File: src/rtl/step_pkg.sv
package step_pkg;

    localparam int PHASES  = 4;
    localparam int SEQ_LEN = 2 * PHASES;
    localparam int IDX_W   = $clog2(SEQ_LEN);

    typedef logic [PHASES-1:0] phase_t;
    typedef logic [IDX_W-1:0]  pos_t;

    typedef enum logic [IDX_W:0] {
        ST_0   = 4'd0,
        ST_1   = 4'd1,
        ST_2   = 4'd2,
        ST_3   = 4'd3,
        ST_4   = 4'd4,
        ST_5   = 4'd5,
        ST_6   = 4'd6,
        ST_7   = 4'd7,
        ST_OFF = 4'd8
    } step_state_e;

    typedef struct packed {
        logic half;
        logic rev;
    } step_cmd_t;

    // Entry positions from the all-off state
    localparam pos_t ENTRY_FWD = pos_t'(0);
    localparam pos_t ENTRY_REV = pos_t'(SEQ_LEN - 2);

    function automatic step_state_e to_state(input pos_t p);
        return step_state_e'({1'b0, p});
    endfunction

    // Coil pattern for a state: even positions energise one coil,
    // odd positions energise that coil and the following one.
    function automatic phase_t phase_of(input step_state_e s);
        phase_t p;
        int     lead;
        int     trail;
        p = '0;
        if (s != ST_OFF) begin
            lead  = int'(s) / 2;
            trail = (lead + 1) % PHASES;
            p[PHASES-1-lead] = 1'b1;
            if (s[0]) begin
                p[PHASES-1-trail] = 1'b1;
            end
        end
        return p;
    endfunction

endpackage

File: src/rtl/step_next.sv
module step_next
    import step_pkg::*;
(
    input  step_state_e cur,
    input  step_cmd_t   cmd,
    output step_state_e nxt
);

    pos_t pos;
    pos_t stride;
    pos_t fwd_pos;
    pos_t rev_pos;

    assign pos = cur[IDX_W-1:0];

    // Full-step from a two-coil position moves by one to land on a single coil
    always_comb begin
        if (cmd.half || pos[0]) begin
            stride = pos_t'(1);
        end else begin
            stride = pos_t'(2);
        end
    end

    assign fwd_pos = pos + stride;
    assign rev_pos = pos - stride;

    always_comb begin
        if (cur == ST_OFF) begin
            nxt = cmd.rev ? to_state(ENTRY_REV) : to_state(ENTRY_FWD);
        end else if (cmd.rev) begin
            nxt = to_state(rev_pos);
        end else begin
            nxt = to_state(fwd_pos);
        end
    end

endmodule

File: src/rtl/step_phase_reg.sv
module step_phase_reg
    import step_pkg::*;
(
    input  logic   clk,
    input  logic   rst,
    input  phase_t d,
    output phase_t q
);

    always_ff @(posedge clk) begin
        if (rst) begin
            q <= '0;
        end else begin
            q <= d;
        end
    end

    // never more than two coils driven at once
    a_r9_coil_count: assert property (@(posedge clk) disable iff (rst)
        1'b1 |=> ($countones(q) <= 2))
        else $error("a_r9_coil_count");

    // a pair of driven coils must be neighbours (ring order A,B,C,D)
    a_r9_coil_adjacent: assert property (@(posedge clk) disable iff (rst)
        ($countones(d) == 2) |=>
            (q == 4'b1100 || q == 4'b0110 || q == 4'b0011 || q == 4'b1001))
        else $error("a_r9_coil_adjacent");

endmodule

File: src/rtl/step_sequencer.sv
module step_sequencer
    import step_pkg::*;
(
    input  logic       step_clk,
    input  logic       rst,
    input  logic       enable,
    input  logic       half_step,
    input  logic       reverse,
    output logic [3:0] coil
);

    step_state_e state;
    step_state_e state_nxt;
    step_cmd_t   cmd;
    phase_t      phase_d;
    phase_t      phase_q;

    assign cmd.half = half_step;
    assign cmd.rev  = reverse;

    step_next u_next (
        .cur (state),
        .cmd (cmd),
        .nxt (state_nxt)
    );

    always_ff @(posedge step_clk) begin
        if (rst) begin
            state <= ST_OFF;
        end else if (enable) begin
            state <= state_nxt;
        end
    end

    assign phase_d = phase_of(state);

    step_phase_reg u_out (
        .clk (step_clk),
        .rst (rst),
        .d   (phase_d),
        .q   (phase_q)
    );

    assign coil = phase_q;

    // disabled edges hold the position
    a_r2_hold: assert property (@(posedge step_clk) disable iff (rst)
        !enable |=> $stable(state))
        else $error("a_r2_hold");

    // every enabled half-step edge lands on a new energised position
    a_r3_moves: assert property (@(posedge step_clk) disable iff (rst)
        (enable && half_step) |=> (state != $past(state) && state != ST_OFF))
        else $error("a_r3_moves");

    // full-step edges always land on a single-coil position
    a_r5_single_coil: assert property (@(posedge step_clk) disable iff (rst)
        (enable && !half_step) |=> (state != ST_OFF && !state[0]))
        else $error("a_r5_single_coil");

    // once energised, stepping never returns to all-off
    a_r7_no_off: assert property (@(posedge step_clk) disable iff (rst)
        (state != ST_OFF) |=> (state != ST_OFF))
        else $error("a_r7_no_off");

endmodule

File: config.mk
export PLATFORM = sky130hd
export DESIGN_NAME = step_sequencer
export DESIGN_NICKNAME = d
export VERILOG_FILES = /design/src/rtl/step_pkg.sv /design/src/rtl/step_next.sv /design/src/rtl/step_phase_reg.sv /design/src/rtl/step_sequencer.sv
export SDC_FILE = /design/constraint.sdc
export NUM_CORES = 1
export LEC_CHECK = 0
export ABC_AREA = 1
export BUFFER_PORTS_ARGS = -buffer_cell sky130_fd_sc_hd__buf_2
export CAP_MARGIN = 20
export CORE_AREA = 8 8 45 47
export CTS_CLUSTER_SIZE = 28
export DETAILED_ROUTE_END_ITERATION = 8
export DIE_AREA = 0 0 53 55
export HOLD_SLACK_MARGIN = 0.06
export SLEW_MARGIN = 40
export SYNTH_ARGS = -nofsm -noshare
export SYNTH_HDL_FRONTEND = slang
export SYNTH_SLANG_ARGS = --single-unit
export TNS_END_PERCENT = 20
File: constraint.sdc
create_clock -name step_clk -period 3.8 [get_ports step_clk]
set_input_delay 0.76 -clock step_clk [delete_from_list [all_inputs] [get_ports step_clk]]
set_output_delay 0.76 -clock step_clk [all_outputs]
set_load 0.01 [all_outputs]
[Word level (Yosys, flattened, before mapping)]
Index checks and enable logic that the tools add are counted.
Operators by class
  add/sub/neg operators: 5
  magnitude comparators: 4
  equality and inequality tests: 2
  multiplexer cells: 9
  bitwise operators: 3
  reductions and logical operators: 5
Operators with widths (count)
  4-bit by 1-bit >= comparator with 1-bit output (second input constant): 2
  4-bit less-than comparator (second input constant): 2
  4-bit 2-to-1 mux: 2
  3-bit 2-to-1 mux: 2
  1-bit demux with 2-bit select: 2
  4-bit equality test (second input constant): 1
  4-bit inequality test (second input constant): 1
  4-bit bitwise OR: 1
  2-bit OR reduction: 2
  2-bit by 3-bit subtractor with 4-bit output (first input constant): 1
  3-bit by 3-bit subtractor with 4-bit output (first input constant): 1
  3-bit by 2-bit adder with 3-bit output: 1
  3-bit by 2-bit subtractor with 3-bit output: 1
  2-bit by 1-bit adder with 2-bit output (second input constant): 1
  1-bit logical AND: 2
  1-bit 2-to-1 mux: 2
  2-bit 2-to-1 mux: 1
  1-bit bitwise AND (first input constant): 1
  1-bit logical OR: 1
  1-bit NOT: 1
Storage, ports and cells
  flip-flop bits (word level): 8
  input port bits: 5
  output and inout bits: 4
  word-level logic and storage cells: 30

[Longest topological paths before layout]
  depth in word-level cells: 10
  gate-level depth with buffers: 11
  gate-level depth less buffers: 11

[Modules after synthesis]
From an unflattened synthesis, not the netlist that was laid out.
Second synthesis, totals
  cell total of the unflattened synthesis: 76
  area, all modules: 462.9 µm²
By module, submodules not included
  step_sequencer: times used 1, cells an instance 41, area each 235.2 µm², seq. area each 80.1 µm²
  step_next: times used 1, cells an instance 23, area each 117.6 µm², seq. area each 0.0 µm²
  step_phase_reg: times used 1, cells an instance 12, area each 110.1 µm², seq. area each 80.1 µm²

[Least setup slack after synthesis]
OpenSTA, ideal clock, no wires.
  path kind: input to register
  from: input half_step
  to: register state[2]
  library setup time: 0.109 ns
  data arrival time: 1.677 ns
  required time: 3.691 ns
  path slack: 2.014 ns
  stages on the path: 11
  path buffers: 0
  path through: nor2_1 > nor2_1 > fa_1 > inv_1 > nand2_1 > nand2_1 > nand2_1 > nand2_1 > nand3_1 > nand2_1 > inv_1
On the way
  cells in the longest elaborated chain, start to end: 5
  elaborated cells between the ends (all ways): 6
  classes of those cells: 2 x add/sub; 3 x mux; 1 x reduce/logical
RTL lines
  from (decl): RTL line step_sequencer.sv:7  | input logic half_step,
  1-bit logical OR (*): RTL line step_next.sv:18  | if (cmd.half || pos[0]) begin
  2-bit 2-to-1 mux (*): RTL line step_next.sv:18
  3-bit by 2-bit adder with 3-bit output or 3-bit by 2-bit subtractor with 3-bit output (tied branches): RTL line step_next.sv:25, step_next.sv:26
  3-bit 2-to-1 mux (*): RTL line step_next.sv:31  | end else if (cmd.rev) begin
  4-bit 2-to-1 mux (*): RTL line step_next.sv:29  | if (cur == ST_OFF) begin
  to (signal assigned): RTL line step_sequencer.sv:31  | state <= state_nxt;
  to (decl): RTL line step_sequencer.sv:12  | step_state_e state;
Mark *: on every way between the ends. The rest lies on a longest branch, timed or not.
A chain may end at the register's enable or synchronous reset.

[Final worst setup path]
  from: input reverse
  to: register state[2]
On the way
  cells in the longest elaborated chain, start to end: 2
  elaborated cells between the ends (all ways): 3
  classes of those cells: 3 x mux
RTL lines
  from (decl): RTL line step_sequencer.sv:8  | input logic reverse,
  3-bit 2-to-1 mux (on tied branches): RTL line step_next.sv:31, step_next.sv:30
  4-bit 2-to-1 mux (*): RTL line step_next.sv:29
Marks and branches as above.

==> run_results.csv <==
group,metric,value,unit
finish,final_nets,74,
synth,synth_top_area_share,41.7,%
power_and_ir_drop,internal_power,0.000138,W
synth,synthesis.instances,55,
drt,route.antenna.remaining_nets,0,
finish,final_layout_size_suffix_gt1_share,21.2,%
grt,track_usage,6.36,%
drt,drt-wirelength-per-cell,9.59,um
synth,synth_compound_area_share,12.7,%
sta,finalClockSkew,1.05,ps
worst_setup_path,startpoint_type,"primary input",
floorplanning,initial_utilization,27.8,%
finish,layout-area-overhead-vs-synth,21.5,%
worst_setup_path,worst_ep_arrival_time,1870,ps
job,drv.max_cap_violation_count,0,
clock_tree,post_cts_setup_repair_buffer_count,0,
sta,achievable-frequency,584,MHz
floorplanning,floorplan.rows,14,
clock_tree,clkSinkCount,8,
power_and_ir_drop,power_per_cell_area,416,nW/um^2
clock_tree,cts_hold_buf,0,
worst_setup_path,timing.critical_path.slowest_stage_cell,"fa_1",
drt,pre_antenna_drt_iters,4,
clock_tree,insertion_delay,250,ps
power_and_ir_drop,post-layout-total-power,0.000194,W
sta,worst_slack,2090,ps
synth,post_synth.cell_area_avg,6.98,sq um
clock_tree,clock_tree.root_cell,"clkbuf_4",
power_and_ir_drop,combPwrFrac,17.7,%
synth,postSynthNetCount,61,
finish,insertedDiodeCount,0,
floorplanning,design.die.area,2920,sq um
synth,yosys.area_share.adder,5.21,%
clock_tree,clk_pin_slew_worst_paths,50,ps
sta,final-max-slew-violation-count,0,
drt,wl,786,um
power_and_ir_drop,vdd_drop_max,0.110,mV
clock_tree,clock_tree.buffer_depth,2,
worst_setup_path,worst_path_most_repeated_cell,"nand2_1",
worst_setup_path,path_class,"primary input to flop",
grt,first_global_vias,292,
power_and_ir_drop,power_leakage,0.234,nW
worst_setup_path,crit_required,3950,ps
sta,fin_crit,1710,ps
grt,overflow,0,
clock_tree,tritoncts,"done",
sta,final-setup-viol-count,0,
drt,drtIter0Drc,4,
grt,grt_start_max_net_pins,8,
worst_setup_path,path_cells,"buf_2 > inv_1 > nor2_1 > fa_1 > inv_1 > nand2_1 > nand2_1 > nand2_1 > nand2_1 > nand3_1 > nand2_1 > inv_1",
sta,finalCritPeriodShare,45.1,%
clock_tree,ctsResizeCount,0,
floorplanning,core_area,1380,sq um
drt,dr_total_vias,371,
drt,drc_markers,0,
floorplanning,io_pins,9,
synth,ys_seq_elements,8,
synth,yosys-top-cells-area,"dfxtp_1, nand3_1, nand2_1",
placed_design,port_buffers,8,
sta,hold_viol_final,0,
synth,synth_sequential_area_ratio,41.7,%
clock_tree,tritoncts.num_buffers,3,
placed_design,gp_congestion,0.738,
power_and_ir_drop,netSwitchingFraction,28.8,%
grt,grt_antenna_before_repair,0,
synth,yosys-mux-area-fraction,0,%
power_and_ir_drop,power.share.clock,33.1,%
floorplanning,dieHeight,55,um
status,run_status,"finished clean",
synth,post_synth_and_or_nand_nor_area_fraction,30.6,%
sta,timing.slew.headroom,80.9,%
floorplanning,die_w,53,um
clock_tree,h-tree-depth,1,
sta,grt_setup_unrepaired,"false",
synth,synth_cell_type_count,13,
hold_path,timing.hold.worst.class,"flop to flop",
placed_design,detailed_place_hpwl,643,um
drt,post_drt_via_cell_ratio,4.52,
power_and_ir_drop,seq_power_share,49.1,%
sta,setup_total_negative_slack,0,ps
synth,yosys.area_share.xor_xnor,0,%
sta,tightest_slew,286,ps
synth,synth.yosys.warnings,0,
synth,netlist.top_cell.by_area,"dfxtp_1",
worst_setup_path,critical_path.max_fanout,3,
grt,grt_pass1_wl,1.31,mm
worst_setup_path,cp-end-kind,"flop",
synth,syn-cell-area,384,sq um
power_and_ir_drop,total_switching_power,0.0000558,W
worst_setup_path,timing.critical_path.slowest_cell_delay,400,ps
synth,largest_family_of_logic_cells_by_synthesized_area,"simple AND/OR/NAND/NOR gates",
placed_design,dp_slack,1810,ps
-- power groups by stage --
| stage | Combinational (W) | Sequential [W] | Clock (W) |
|---|---|---|---|
| after floorplan | 0.0000249 | 0.0000965 | 0 |
| after global routing | 0.0000397 | 0.0000964 | 0.0000754 |
| after global placement | 0.0000341 | 0.0000968 | 0 |
| after detailed placement | 0.0000349 | 0.0000970 | 0 |
| after CTS | 0.0000350 | 0.0000952 | 0.0000681 |
| final | 0.0000344 | 0.0000953 | 0.0000643 |
-- critical path: cells and delay by family --
kind,cells,cell delay (ps)
AND/OR/NAND/NOR,7,440
buffers and inverters,4,270
adder cells (fa/ha/maj),1,400
-- placed cells by master (no fill, tap or decap), drive strengths merged --
| cell | synthesis | layout |
|---|---|---|
| dfxtp | 8 | 8 |
| a21oi | 6 | 6 |
| buf | 0 | 8 |
| clkbuf | 0 | 3 |
| nor2 | 5 | 5 |
| fa | 1 | 1 |
| inv | 10 | 10 |
| nand2 | 13 | 13 |
| o32ai | 1 | 1 |
| nand3 | 9 | 9 |
| o21ai | 2 | 2 |
-- final cells by class --
cell class | count | area, sq um
clock buffers | 3 | 22.5
repair buffers | 8 | 40.0
flip-flops and latches | 8 | 160
fillers | 167 | 917
inverters | 10 | 37.5
well taps | 16 | 20.0
multi-input cells | 37 | 186
-- synthesized netlist by cell type --
library cell  instances
a21oi_1               6
dfxtp_1               8
fa_1                  1
inv_1                 9
inv_2                 1
nand2_1              12
nand2_2               1
nand3_1               9
nor2_1                4
nor2_2                1
o21ai_0               1
o21ai_1               1
o32ai_1               1
-- cells by family after synthesis --
logic type | after synthesis
fa+ha+maj | 1
simple gates | 27
compound gates | 9
buf+inv | 10
flops | 8
-- sequential cells by signal, summed over array words and instances (netlist names) --
signal and count:
state 4, u_out.q 4
-- through the flow --
stage	hold WS, ps	cell area [sq um]	std cells	utilization (%)
floorplan	507	384	55	-
global placement	550	444	79	32.1
detailed placement	558	444	79	32.1
CTS	569	467	82	33.7
global route	606	467	82	33.7
finish	561	467	82	33.7
-- path summary, 6_finish.rpt --
| kind | endpoint | slack [ps] | start | cells after the start |
|---|---|---|---|---|
| max | state[2] | 2090 | reverse | 12 |
| min reg2reg | state[3] | 560 | state[3] | 2 |
| max reg2reg | state[2] | 2300 | state[0] | 11 |
| min | state[3] | 560 | state[3] | 2 |
-- routing by layer --
metal	wire length, um	global-route usage, %
met4	21	6.47
met3	66	2.41
met1	380	7.98
met5	0	0
met2	317	7.81
No activity file was read; power rests on OpenSTA's default activity.
